===== config.mk =====
export PLATFORM = sky130hd
export DESIGN_NAME = tsq_channel
export DESIGN_NICKNAME = d
export VERILOG_FILES = /design/src/rtl/tsq_pkg.sv /design/src/rtl/tsq_timer.sv /design/src/rtl/tsq_fifo.sv /design/src/rtl/tsq_events.sv /design/src/rtl/tsq_channel.sv
export SDC_FILE = /design/constraint.sdc
export NUM_CORES = 1
export LEC_CHECK = 0
export CORE_MARGIN = 2
export CORE_UTILIZATION = 50
export DETAILED_ROUTE_END_ITERATION = 10
export HOLD_SLACK_MARGIN = 0.06
export PLACE_DENSITY = 0.78
export SYNTH_ARGS = -nofsm -noshare
export SYNTH_HDL_FRONTEND = slang
export SYNTH_SLANG_ARGS = --single-unit

===== constraint.sdc =====
create_clock -name clk -period 7.3 [get_ports clk]
set_input_delay 1.46 -clock clk [delete_from_list [all_inputs] [get_ports clk]]
set_output_delay 1.46 -clock clk [all_outputs]
set_load 0.02 [all_outputs]

===== src/rtl/tsq_pkg.sv =====
package tsq_pkg;
   // Status bit positions; software decodes these, so they are fixed.
   localparam int EV_FULL  = 0;
   localparam int EV_EMPTY = 1;
   localparam int EV_UDF   = 2;
   localparam int EV_OVF   = 3;
   localparam int NUM_EV   = 4;

   typedef logic [NUM_EV-1:0] ev_vec_t;
endpackage


===== src/rtl/tsq_timer.sv =====
module tsq_timer #(
   parameter int TMR_W = 17
) (
   input  logic             clk,
   input  logic             rst_n,
   input  logic             soft_clr,
   input  logic             run,
   input  logic             clr,
   output logic [TMR_W-1:0] cnt
);
   if (TMR_W < 2) begin : g_bad_w
      $error("tsq_timer: TMR_W must be at least 2");
   end

   always_ff @(posedge clk or negedge rst_n) begin
      if (!rst_n)               cnt <= '0;
      else if (soft_clr || clr) cnt <= '0;
      else if (run)             cnt <= cnt + TMR_W'(1);
   end

   // a running, uncleared timer advances by exactly one
   a_r2_tmr_step: assert property (@(posedge clk) disable iff (!rst_n)
      (run && !clr && !soft_clr) |=> (cnt == $past(cnt) + TMR_W'(1)));
   // clear wins over run
   a_r2_tmr_clear: assert property (@(posedge clk) disable iff (!rst_n)
      clr |=> (cnt == '0));
endmodule


===== src/rtl/tsq_fifo.sv =====
module tsq_fifo
   import tsq_pkg::*;
#(
   parameter int WORD_W = 32,
   parameter int DEPTH  = 4,
   localparam int PTR_W = $clog2(DEPTH),
   localparam int LVL_W = $clog2(DEPTH + 1)
) (
   input  logic              clk,
   input  logic              rst_n,
   input  logic              soft_clr,
   input  logic              push,
   input  logic [WORD_W-1:0] push_word,
   input  logic              pop,
   output logic [WORD_W-1:0] pop_word,
   output logic [LVL_W-1:0]  level,
   output ev_vec_t           events
);
   if (DEPTH < 2 || (1 << PTR_W) != DEPTH) begin : g_bad_depth
      $error("tsq_fifo: DEPTH must be a power of two, at least 2");
   end

   localparam logic [LVL_W-1:0] LVL_FULL = LVL_W'(DEPTH);

   logic [WORD_W-1:0] mem [DEPTH];
   logic [PTR_W-1:0]  wr_ptr, rd_ptr;
   logic              is_full, is_empty, push_ok, pop_ok;
   logic [LVL_W-1:0]  lvl_nxt;

   assign is_full  = (level == LVL_FULL);
   assign is_empty = (level == '0);
   // Acceptance is judged on the level at the start of the cycle.
   assign push_ok  = push && !is_full;
   assign pop_ok   = pop && !is_empty;
   assign lvl_nxt  = level + LVL_W'(push_ok) - LVL_W'(pop_ok);

   always_comb begin
      events           = '0;
      events[EV_FULL]  = (lvl_nxt == LVL_FULL) && !is_full;
      events[EV_EMPTY] = (lvl_nxt == '0) && !is_empty;
      events[EV_OVF]   = push && is_full;
      events[EV_UDF]   = pop && is_empty;
      if (soft_clr) events = '0;
   end

   always_ff @(posedge clk) begin
      if (push_ok && !soft_clr) mem[wr_ptr] <= push_word;
   end

   always_ff @(posedge clk or negedge rst_n) begin
      if (!rst_n) begin
         wr_ptr   <= '0;
         rd_ptr   <= '0;
         level    <= '0;
         pop_word <= '0;
      end else if (soft_clr) begin
         wr_ptr   <= '0;
         rd_ptr   <= '0;
         level    <= '0;
         pop_word <= '0;
      end else begin
         level <= lvl_nxt;
         if (push_ok) wr_ptr <= wr_ptr + PTR_W'(1);
         if (pop_ok) begin
            rd_ptr   <= rd_ptr + PTR_W'(1);
            pop_word <= mem[rd_ptr];
         end else if (pop) begin
            pop_word <= '0;
         end
      end
   end

   // occupancy never exceeds depth
   a_r4_level_bound: assert property (@(posedge clk) disable iff (!rst_n)
      level <= LVL_FULL);
   // a push on a full queue without a pop leaves it full
   a_r5_no_overflow: assert property (@(posedge clk) disable iff (!rst_n)
      (is_full && push && !pop && !soft_clr) |=> (level == LVL_FULL));
   // an empty pop returns zero and leaves the level at zero
   a_r6_empty_pop: assert property (@(posedge clk) disable iff (!rst_n)
      (is_empty && pop && !push) |=> (pop_word == '0 && level == '0));
endmodule


===== src/rtl/tsq_events.sv =====
module tsq_events
   import tsq_pkg::*;
(
   input  logic    clk,
   input  logic    rst_n,
   input  logic    soft_clr,
   input  ev_vec_t set,
   input  logic    clr_wr,
   input  ev_vec_t clr_mask,
   output ev_vec_t status
);
   ev_vec_t wipe;

   assign wipe = clr_wr ? clr_mask : '0;

   always_ff @(posedge clk or negedge rst_n) begin
      if (!rst_n)        status <= '0;
      else if (soft_clr) status <= '0;
      else               status <= (status & ~wipe) | set;
   end

   // a set always lands, even against a clear of the same bit
   a_r8_set_wins: assert property (@(posedge clk) disable iff (!rst_n)
      (set != '0 && !soft_clr) |=> ((status & $past(set)) == $past(set)));
   // cleared bits without a concurrent set read zero next cycle
   a_r9_clear: assert property (@(posedge clk) disable iff (!rst_n)
      clr_wr |=> ((status & $past(clr_mask & ~set)) == '0));
endmodule


===== src/rtl/tsq_channel.sv =====
module tsq_channel
   import tsq_pkg::*;
#(
   parameter int SMP_W = 14,
   parameter int TS_W  = 18,
   parameter int TMR_W = 17,
   parameter int DEPTH = 4,
   localparam int WORD_W = SMP_W + TS_W,
   localparam int LVL_W  = $clog2(DEPTH + 1)
) (
   input  logic              clk,
   input  logic              rst_n,
   input  logic              soft_clr,
   input  logic              tmr_run,
   input  logic              tmr_clr,
   output logic [TMR_W-1:0]  tmr_value,
   input  logic              smp_valid,
   input  logic [SMP_W-1:0]  smp_data,
   input  logic              pop_req,
   output logic [WORD_W-1:0] pop_data,
   output logic [LVL_W-1:0]  fill_level,
   input  logic [NUM_EV-1:0] evt_en,
   input  logic              clr_wr,
   input  logic [NUM_EV-1:0] clr_mask,
   output logic [NUM_EV-1:0] evt_status,
   input  logic              dma_mode,
   output logic              irq,
   output logic              dma_req
);
   if (TMR_W > TS_W) begin : g_bad_stamp
      $error("tsq_channel: timer wider than stamp field");
   end

   logic [TS_W-1:0]   stamp;
   logic [WORD_W-1:0] word_in;
   ev_vec_t           ev_set;

   // Stamp field: direct when widths match, zero-extended otherwise.
   if (TMR_W == TS_W) begin : g_stamp_direct
      assign stamp = tmr_value;
   end else begin : g_stamp_ext
      assign stamp = {{(TS_W - TMR_W){1'b0}}, tmr_value};
   end

   assign word_in = {stamp, smp_data};

   tsq_timer #(.TMR_W(TMR_W)) u_timer (
      .clk      (clk),
      .rst_n    (rst_n),
      .soft_clr (soft_clr),
      .run      (tmr_run),
      .clr      (tmr_clr),
      .cnt      (tmr_value)
   );

   tsq_fifo #(.WORD_W(WORD_W), .DEPTH(DEPTH)) u_fifo (
      .clk       (clk),
      .rst_n     (rst_n),
      .soft_clr  (soft_clr),
      .push      (smp_valid),
      .push_word (word_in),
      .pop       (pop_req),
      .pop_word  (pop_data),
      .level     (fill_level),
      .events    (ev_set)
   );

   tsq_events u_events (
      .clk      (clk),
      .rst_n    (rst_n),
      .soft_clr (soft_clr),
      .set      (ev_set),
      .clr_wr   (clr_wr),
      .clr_mask (clr_mask),
      .status   (evt_status)
   );

   assign irq     = !dma_mode && ((evt_status & evt_en) != '0);
   assign dma_req = dma_mode && (fill_level != '0);

   // transfer mode with data present always requests
   a_r11_dma_req: assert property (@(posedge clk) disable iff (!rst_n)
      (dma_mode && fill_level != '0) |-> dma_req);
   // soft clear empties the queue and status
   a_r12_soft_clr: assert property (@(posedge clk) disable iff (!rst_n)
      soft_clr |=> (fill_level == '0 && evt_status == '0 && tmr_value == '0));
endmodule


* Word-level counts from Yosys, hierarchy flattened
Memories as Yosys holds them, arrays and structs flattened.
Index checks and enable logic that the tools add are counted.
** Word-level totals
- Bits in registers :: 60
- RAM bits :: 124
- Input bits :: 31
- Output and inout port bits :: 58
- Memories :: 1
** Memory list
- u_fifo.mem :: words 4, bits a word 31, rd ports 1, clocked after Yosys merged registers in 0, write ports 1, RTL line tsq_fifo.sv:25 : logic [WORD_W-1:0] mem [DEPTH];
** Operators by class
- Add/sub/neg operators :: 5
- Equal/unequal tests :: 2
- Mux-type cells :: 15
- Bitwise operators :: 4
- Reductions and logical operators :: 22
** Operators with widths (number)
- $mux 32 :: 3
- $mux 17 :: 2
- $add 17x1->17 const B :: 1
- $mux 4 :: 3
- $logic_and 1x1->1 :: 9
- $and 4x4->4 :: 2
- $mux 2 :: 4
- $eq 3x3->1 const B :: 2
- $logic_not 3->1 :: 2
- $reduce_bool 2->1 :: 3
- $reduce_bool 3->1 :: 2
- $add 2x1->2 const B :: 2
- $logic_not 1->1 :: 4
- $not 4->4 :: 1
- $or 4x4->4 :: 1
- $reduce_bool 4->1 :: 1
- $add 3x1->3 :: 1
- $mux 3 :: 1
- $sub 3x1->3 :: 1
- $mux 1 :: 2
- $logic_or 1x1->1 :: 1

* Logic depth before layout (Yosys ltp)
Gate-level depths: netlist of run 1.
- Depth after elaboration :: 10
- Depth in mapped cells :: 10
- Depth with buffers taken out :: 10

* By module
From an unflattened synthesis of run 1, not the netlist that was laid out.
** Unflattened totals
- Cell total of the unflattened synthesis :: 416
- Area total of the unflattened synthesis :: 7419.6 µm²
** By module, submodules not included
- tsq_fifo :: times used 1, cells each 303, area an instance 6304.8 µm², seq. area each 4819.6 µm²
- tsq_timer :: times used 1, cells each 92, area an instance 917.1 µm², seq. area each 425.4 µm²
- tsq_events :: times used 1, cells each 16, area an instance 165.2 µm², seq. area each 100.1 µm²
- tsq_channel :: times used 1, cells each 5, area an instance 32.5 µm², seq. area each 0.0 µm²

* Worst setup path after synthesis of run 1
OpenSTA, ideal clock, no wires.
- Kind :: in2out
- Start :: input port evt_en[2]
- End :: output port irq
- Data arrival time :: 1.901 ns
- Setup slack :: 3.939 ns
- Cell stages on the path :: 2
- Buffers on the path :: 0
- Cell sequence :: a22oi_1 a21oi_1
** Between the ends
- Longest elaborated chain between the ends :: 3
** Ends and longest elaborated chain
- start, declared :: RTL line tsq_channel.sv:22 : input logic [NUM_EV-1:0] evt_en,
- $and 4x4->4 :: RTL line tsq_channel.sv:78 : assign irq = !dma_mode && ((evt_status & evt_en) != '0);
- $reduce_bool 4->1 :: RTL line tsq_channel.sv:78
- $logic_and 1x1->1 :: RTL line tsq_channel.sv:78
- end, declared :: RTL line tsq_channel.sv:27 : output logic irq,
Every way passes these cells.

* Worst setup path after layout of run 1
Ends and elaborated chain as after synthesis.

==> flow_summary.json, run 1 <==
{
  "ys_seq_elements": 183,
  "grt_max_degree": 60,
  "grt_pass1_wl_um": 20800,
  "synth_edf_count": 124,
  "max_slew.worst_pin.slew_ns": 0.878,
  "netlist.area_leader.share_pct": 52.8,
  "fin_tns_setup_ns": 0,
  "fin_worst_skew_ns": 0.00840,
  "cts-root-buf": "clkbuf_16",
  "ctsResizeCount": 0,
  "cts_made_buffers": 17,
  "viasPerCell": 5.53,
  "worstPathMaxFanout": 1,
  "io_buffers": 87,
  "hpwl_um": 7710,
  "num_rows": 43,
  "dieArea_um2": 15100,
  "grt_use_total_pct": 19.2,
  "clkSinkCount": 183,
  "grt_overflow": 0,
  "worstSetupPathType": "in2out",
  "yosysMostFrequentCell": "edfxtp_1",
  "leakage_uw": 0.00305,
  "cts_tree": "built",
  "pin_count": 89,
  "drt_first_pass_iters": 5,
  "layout_min_cycle_time_ns": 4.19,
  "syn_area_um2": 7050,
  "clk_latency_ns": 0.42,
  "syn-num-nets": 425,
  "outcome": "complete, no violations",
  "post_cts_buffers": 0,
  "synth_common_cells": "edfxtp_1 (124), dfrtp_1 (59), a22o_1 (31), mux4_2 (31), nor2_1 (21)",
  "areaGrowthSynthToFinish_pct": 22.3,
  "die_w_um": 123,
  "synthArstFlopShare_pct": 32.2,
  "placed_area_um2": 8080,
  "rsz0062_at_grt": "false",
  "routed_wirelength_um": 13200,
  "htree_levels": 4,
  "nets": 517,
  "min_from": "u_fifo.pop_word[6]",
  "seq_area_frac_synth_pct": 73.8,
  "slew_viol_final": 0,
  "fin_crit_sh_pct": 57.5,
  "clk_pin_slew_ns": 0.06,
  "hold_path_class": "reg2reg",
  "synthTopCellsByArea": "edfxtp_1 (53%), dfrtp_1 (21%), mux4_2 (9.9%), a22o_1 (3.9%), ha_1 (1.2%)",
  "synth_area_leader_cell": "edfxtp_1",
  "fillerInstances": 968,
  "clockBufferDepth": 2,
  "die-height_um": 123,
  "diodes": 0,
  "fmax_ghz": 0.238,
  "cp.arrival_ns": 2.73,
  "cellPowerDensity_nw_per_um2": 303,
  "drc_errors": 0,
  "antenna_left": 0,
  "drt_iter0_markers": 251,
  "drive_above_1_share_pct": 14.7,
  "crit_start": "evt_en[2]",
  "wl_per_cell_um": 19.7,
  "initial_core_util_pct": 51.0,
  "synth-main-ff-cell": "edfxtp_1",
  "worst_ep_required_time_ns": 5.84,
  "r2r-start": "u_fifo.level[1]",
  "cts_hold_buffers": 0,
  "syn_area_per_cell_um2": 18.3,
  "netlist_instances": 386,
  "hold_violations": 0,
  "setup_viol": 0,
  "globalplace.congestion": 0.732,
  "holdWs_ns": 0.501,
  "crit_path_end_kind": "primary output",
  "synth_warnings": 0,
  "num_vias": 3711,
  "max_slew_margin_pct": 41.4,
  "startpoint_type": "primary input",
  "antenna_found_initial": 0,
  "drv_cap": 0,
  "fin_area_um2": 8620,
  "first_global_vias": 3864,
  "vdd_drop_max_mv": 0.168,
  "core_um2": 13800,
  "ys_types": 38
}
[area by class of cell]
| cell class | count | area, um^2 | share of cell area (%) |
|---|---|---|---|
| Sequential cell | 183 | 5200 | 60.4 |
| Multi-Input combinational cell | 175 | 1720 | 20.0 |
| Timing Repair Buffer | 92 | 903 | 10.5 |
| Clock buffer | 28 | 487 | 5.65 |
| Tap cell | 180 | 225 | 2.61 |
| Clock inverter | 4 | 47.5 | 0.552 |
| Inverter | 9 | 33.8 | 0.392 |
[worst max-delay path: stages]
cell             delay, ns
clkdlybuf4s50_1       0.45
a22oi_1               0.07
a21oi_1               0.14
clkdlybuf4s50_1       0.61
[per-layer routing]
layer  vias up  GRT usage [%]  share of wire, %
li1       1691              -                 -
met1      1882           25.8                42
met2       124           31.1                51
met3        14           4.28               5.0
met4         0           6.90               1.4
met5         -              0                 0
[registers in the layout, summed over array words and instances (netlist names)]
signal / cells
u_fifo.mem: 124
u_fifo.pop_word: 31
u_fifo.rd_ptr: 2
u_fifo.level: 3
u_fifo.wr_ptr: 2
u_timer.cnt: 17
u_events.status: 4
[logic make-up after synthesis]
kind of cell               synth area share (%)
DFF                                        73.8
and+or+nand+nor                            5.02
AOI/OAI and AO/OA                          5.63
muxes                                      10.0
buffers and inverters                      1.94
xor gates and xnor gates                   1.99
adders and majority gates                  1.53
other                                    0.0532
[where the power goes]
group	switching (uW)	internal [uW]
Clock	339	487
Sequential	50.3	1200
Combinational	264	274
[worst paths after layout]
check,cells past startpoint,slack (ns),to
max in group asynchronous,2,5.52,u_fifo.rd_ptr[0]
min in group asynchronous,2,1.21,u_fifo.pop_word[4]
max reg2reg,10,4.68,u_events.status[0]
max,4,3.11,irq
min reg2reg,1,0.50,u_fifo.pop_word[6]
min,1,0.50,u_fifo.pop_word[6]
[cells in the final DEF, fill, tap and decap left out, types with 2 or more instances in the layout]
cell / count
or2_2: 2
o21ai_0: 4
clkbuf_16: 17
mux4_2: 31
clkinv_2: 2
or3_1: 4
a22oi_1: 3
and4_1: 3
dfrtp_1: 58
clkbuf_1: 9
a21oi_1: 8
nand2_1: 12
ha_1: 7
nand3_1: 6
clkbuf_8: 2
xor2_1: 10
and2_2: 4
and3_1: 2
nor2_1: 20
nand4_1: 5
nor2b_1: 3
xnor2_1: 6
edfxtp_1: 124
a22o_1: 31
clkdlybuf4s50_1: 86
inv_1: 9
buf_4: 5
[stage by stage]
| step | total power (uW) | setup WS (ns) | cells | utilization [%] |
|---|---|---|---|---|
| after global routing | 2730 | 3.01 | 671 | 62.3 |
| final | 2610 | 3.11 | 671 | 62.3 |
| after floorplan | 1620 | 3.94 | 386 | - |
| after global placement | 1790 | 3.10 | 639 | 58.5 |
| after detailed placement | 1810 | 3.09 | 639 | 58.5 |
| after CTS | 2640 | 3.09 | 671 | 62.3 |
Power figures use the tool's default switching activity.
==> run 2, diff against run 1 <==
Clock period 7.3 ns to 4.15 ns, I/O delays scaled along.
==> run 2 against run 1 <==
Global-route usage about the same. Critical path depth grew 7. Utilization is 0.30 points higher. Combinational power up 70%. Sequential share of layout area down 0.29 points. Final area rose by 0.48%. Wire length shrank 1.1%. Worst setup slack got worse by 2.0 ns. Sequential power increased by 78%. Register-to-register slack worse by 3.2 ns. Hold slack worse by 0.0042 ns. Critical endpoint is now u_events.status[0].
==> flow_summary.json, run 2 (synthesis results as in run 1) <==
{
  "outcome": "complete, no violations",
  "top_register": "u_fifo.mem",
  "clk_pin_slew_ns": 0.06,
  "vdd_drop_max_mv": 0.300,
  "routed_wirelength_um": 13100,
  "drc_errors": 0,
  "cellPowerDensity_nw_per_um2": 541,
  "drive_above_1_share_pct": 15.3,
  "worst-path-buf-inv": 3,
  "wl_per_cell_um": 19.5,
  "hold_violations": 0,
  "cts_tree": "built",
  "diodes": 0,
  "post_cts_buffers": 0,
  "grt_overflow": 0,
  "largest_reg_flops": 124,
  "grt_max_degree": 37,
  "antenna_found_initial": 0,
  "antenna_left": 0,
  "die-height_um": 123,
  "fin_worst_skew_ns": 0.00801,
  "cts_hold_buffers": 0,
  "max_slew.worst_pin.slew_ns": 0.877,
  "nets": 517,
  "worstPathMaxFanout": 4,
  "slowest_delay_ns": 0.54,
  "cts-root-buf": "clkbuf_16",
  "cts_made_buffers": 17,
  "crit_slowest_cell": "clkdlybuf4s50_1",
  "leakage_uw": 0.00307,
  "startpoint_type": "primary input",
  "first_global_vias": 3926,
  "dieArea_um2": 15100,
  "viasPerCell": 5.54,
  "top_regs": "u_fifo.mem: 124 flops, u_fifo.pop_word: 31 flops, u_timer.cnt: 17 flops",
  "setup_viol": 0,
  "num_rows": 43,
  "crit_path_end_kind": "register",
  "grt_pass1_wl_um": 21100,
  "cp.arrival_ns": 3.36,
  "placed_cells": 639,
  "worst_ep_required_time_ns": 4.50,
  "clkSinkCount": 183,
  "die_w_um": 123,
  "path_delay_family": "adder cells",
  "holdWs_ns": 0.497,
  "rsz0062_at_grt": "false",
  "ctsResizeCount": 0,
  "layout.cells.most_common": "edfxtp_1",
  "fin_crit_sh_pct": 72.6,
  "final_cell_mix": "edfxtp_1 (124), clkdlybuf4s50_1 (86), dfrtp_1 (58)",
  "hold_path_class": "in2async",
  "grt_use_total_pct": 19.2,
  "drt_first_pass_iters": 4,
  "final-instance-count-excl-fill": 671,
  "clk_latency_ns": 0.42,
  "globalplace.congestion": 0.728,
  "fin_tns_setup_ns": 0,
  "drv_cap": 0,
  "layout_min_cycle_time_ns": 3.01,
  "hpwl_um": 7830,
  "max_slew_margin_pct": 41.6,
  "drt_iter0_markers": 233,
  "num_vias": 3719,
  "core_um2": 13800,
  "io_buffers": 87,
  "initial_core_util_pct": 51.0,
  "fmax_ghz": 0.332,
  "worstSetupPathType": "in2reg",
  "pin_count": 89,
  "areaGrowthSynthToFinish_pct": 22.9,
  "htree_levels": 4,
  "clockBufferDepth": 2,
  "crit_chain": "clkdlybuf4s50_1 -> o31a_1 -> ha_1 -> inv_1 -> ha_1 -> inv_1 -> fa_1 -> xnor2_1 -> or2_2 -> a21oi_1 -> a31o_2",
  "slew_viol_final": 0
}
## run 2: metal layers
metal | wire length (um) | global-route usage, % | up-vias
li1 | - | - | 1691
met1 | 5560 | 26.2 | 1901
met2 | 6580 | 31.0 | 114
met3 | 802 | 4.65 | 13
met4 | 150 | 5.60 | 0
met5 | 0 | 0 | -
## run 2: through the flow
| step | worst slack [ns] | total power [uW] | cell area, um^2 | util, % |
|---|---|---|---|---|
| 5_1_grt | 1.01 | 4890 | 8660 | 62.6 |
| 2_1_floorplan | 1.48 | 2840 | 7050 | - |
| 4_1_cts | 1.16 | 4730 | 8660 | 62.6 |
| 3_5_place_dp | 0.728 | 3190 | 8080 | 58.5 |
| 6_report | 1.14 | 4690 | 8660 | 62.6 |
| 3_3_place_gp | 0.850 | 3160 | 8080 | 58.5 |
## run 2: power by group
group | switching, uW | leakage [uW] | internal, uW | total [uW]
Combinational | 435 | 0.000912 | 481 | 916
Clock | 613 | 0.000280 | 929 | 1540
Sequential | 122 | 0.00188 | 2110 | 2230
## run 2: path summary, 6_finish.rpt
path,cells past startpoint,endpoint,slack [ns],startpoint
min in group clk,1,u_fifo.pop_word[29],0.50,u_fifo.pop_word[29]
max reg2reg,10,u_events.status[0],1.50,u_fifo.level[2]
min,1,u_fifo.pop_word[8],0.50,rst_n
max,11,u_events.status[0],1.14,pop_req
max in group asynchronous,2,u_timer.cnt[5],2.77,rst_n
min reg2reg,1,u_fifo.pop_word[29],0.50,u_fifo.pop_word[29]
## run 2: cell type report
class | instances | area [um^2]
clock inverter | 9 | 97.6
sequential | 183 | 5200
inverter | 9 | 33.8
fill | 961 | 5170
tap | 180 | 225
timing repair buffer | 92 | 903
clock buffer | 23 | 478
multi-input combinational | 175 | 1720
==> run 3, diff against run 2 <==
Clock period 4.15 ns to 2.9 ns, I/O delays scaled along.
==> run 3 against run 2 <==
Flip-flop and latch count is the same. Die area stayed put. Global-route usage increased by 0.85 points. Critical path type is now reg2reg.
==> flow_summary.json, run 3 (synthesis results as in run 1) <==
{
  "num_vias": 3774,
  "fillerInstances": 970,
  "r2r_setup_slack_ns": 0.25,
  "globalplace.congestion": 0.717,
  "max_slew.worst_pin.slew_ns": 0.913,
  "clk_pin_slew_ns": 0.06,
  "outcome": "complete, no violations",
  "cts-root-buf": "clkbuf_16",
  "drv_cap": 0,
  "rsz0062_at_grt": "false",
  "num_rows": 43,
  "crit_chain": "o31a_1 -> ha_1 -> inv_1 -> ha_1 -> inv_1 -> fa_1 -> xnor2_1 -> or2_2 -> a21oi_1 -> a31o_2",
  "fin_util_pct": 63.7,
  "leakage_uw": 0.00314,
  "final-instance-count-excl-fill": 679,
  "worstPathMaxFanout": 6,
  "core_um2": 13800,
  "worst-path-buf-inv": 2,
  "clkSinkCount": 183,
  "cts_tree": "built",
  "clockBufferDepth": 2,
  "layout.cells.most_common": "edfxtp_1",
  "pin_count": 89,
  "drc_errors": 0,
  "r2r_end": "u_events.status[0]",
  "max_slew_margin_pct": 38.8,
  "fin_worst_skew_ns": 0.00537,
  "dieArea_um2": 15100,
  "slew_viol_final": 0,
  "cp.arrival_ns": 3.02,
  "cts_hold_buffers": 0,
  "routed_wirelength_um": 13600,
  "first_global_vias": 4001,
  "initial_core_util_pct": 51.0,
  "hpwl_um": 8150,
  "viasPerCell": 5.56,
  "antenna_left": 0,
  "hold_violations": 0,
  "diodes": 0,
  "startpoint_type": "register",
  "final_cell_mix": "edfxtp_1 (124), clkdlybuf4s50_1 (86), dfrtp_1 (58)",
  "total_power_uw": 6850,
  "cp.depth": 10,
  "die_w_um": 123,
  "areaGrowthSynthToFinish_pct": 25.0,
  "die-height_um": 123,
  "drive_above_1_share_pct": 16.4,
  "grt_use_total_pct": 20.0,
  "top_regs": "u_fifo.mem: 124 flops, u_fifo.pop_word: 31 flops, u_timer.cnt: 17 flops",
  "fmax_ghz": 0.377,
  "crit_path_end_kind": "register",
  "ff2ff_path_depth": 10,
  "r2r-start": "u_fifo.level[0]",
  "crit_slowest_cell": "dfrtp_1",
  "cts_made_buffers": 17,
  "htree_levels": 4,
  "io_buffers": 87,
  "drt_iter0_markers": 250,
  "largest_reg_flops": 124,
  "antenna_found_initial": 0,
  "setup_viol": 0,
  "cellPowerDensity_nw_per_um2": 778,
  "top_register": "u_fifo.mem",
  "post_cts_buffers": 0,
  "clk_latency_ns": 0.42,
  "layout_min_cycle_time_ns": 2.65,
  "wl_per_cell_um": 20.0,
  "ctsResizeCount": 0,
  "vdd_drop_max_mv": 0.438,
  "worst_ep_required_time_ns": 3.26,
  "nets": 525,
  "slowest_delay_ns": 0.45,
  "drt_first_pass_iters": 5,
  "placed_cells": 647,
  "path_delay_family": "adder cells",
  "fin_crit_sh_pct": 91.5,
  "grt_pass1_wl_um": 21500,
  "grt_max_degree": 34,
  "hold_path_class": "in2async",
  "worstSetupPathType": "reg2reg",
  "grt_overflow": 0
}
## run 3: cell count changes in the layout (fill, tap and decap cells not counted), sizes merged
cell,delta
clkinv,+1
buf,+8
bufinv,+1
clkbuf,-1
inv,-1
## run 3: worst max path at each step
stage                         start            endpoint  slack (ns)
finish              u_fifo.level[0]  u_events.status[0]        0.25
global route        u_fifo.level[1]  u_events.status[0]        0.08
CTS                 u_fifo.level[1]  u_events.status[0]        0.25
detailed placement          pop_req  u_events.status[0]       -0.14
global placement            pop_req  u_events.status[0]        0.01
floorplan           u_fifo.level[1]  u_events.status[0]        0.36
## run 3: layout make-up
cell class / count / area [um^2] / area share (%)
inverter: 9 / 33.8 / 0.383
sequential: 183 / 5200 / 59.0
clock inverter: 10 / 126 / 1.43
timing repair buffer: 100 / 1040 / 11.8
clock buffer: 22 / 464 / 5.27
tap: 180 / 225 / 2.56
multi-input combinational: 175 / 1720 / 19.5
## run 3: power breakdown
group	internal [uW]	switching (uW)
logic	743	636
registers	3010	179
clock network	1390	891
total	5150	1710
## run 3: metrics by stage
stage | setup WS, ns | hold WS [ns] | setup TNS [ns] | cell area [um^2]
2_1_floorplan | 0.362 | 0.284 | 0 | 7050
3_3_place_gp | 0.0111 | 0.487 | 0 | 8220
3_5_place_dp | -0.140 | 0.494 | -0.218 | 8220
4_1_cts | 0.254 | 0.224 | 0 | 8810
5_1_grt | 0.0782 | 0.248 | 0 | 8810
6_report | 0.246 | 0.214 | 0 | 8810
## run 3: per-layer routing
| layer | part of all wire (%) | wire (um) | global-route usage (%) |
|---|---|---|---|
| met1 | 42 | 5680 | 25.8 |
| met3 | 5.9 | 802 | 5.58 |
| met5 | 0 | 0 | 0 |
| met2 | 51 | 6910 | 32.5 |
| met4 | 1.4 | 187 | 7.76 |
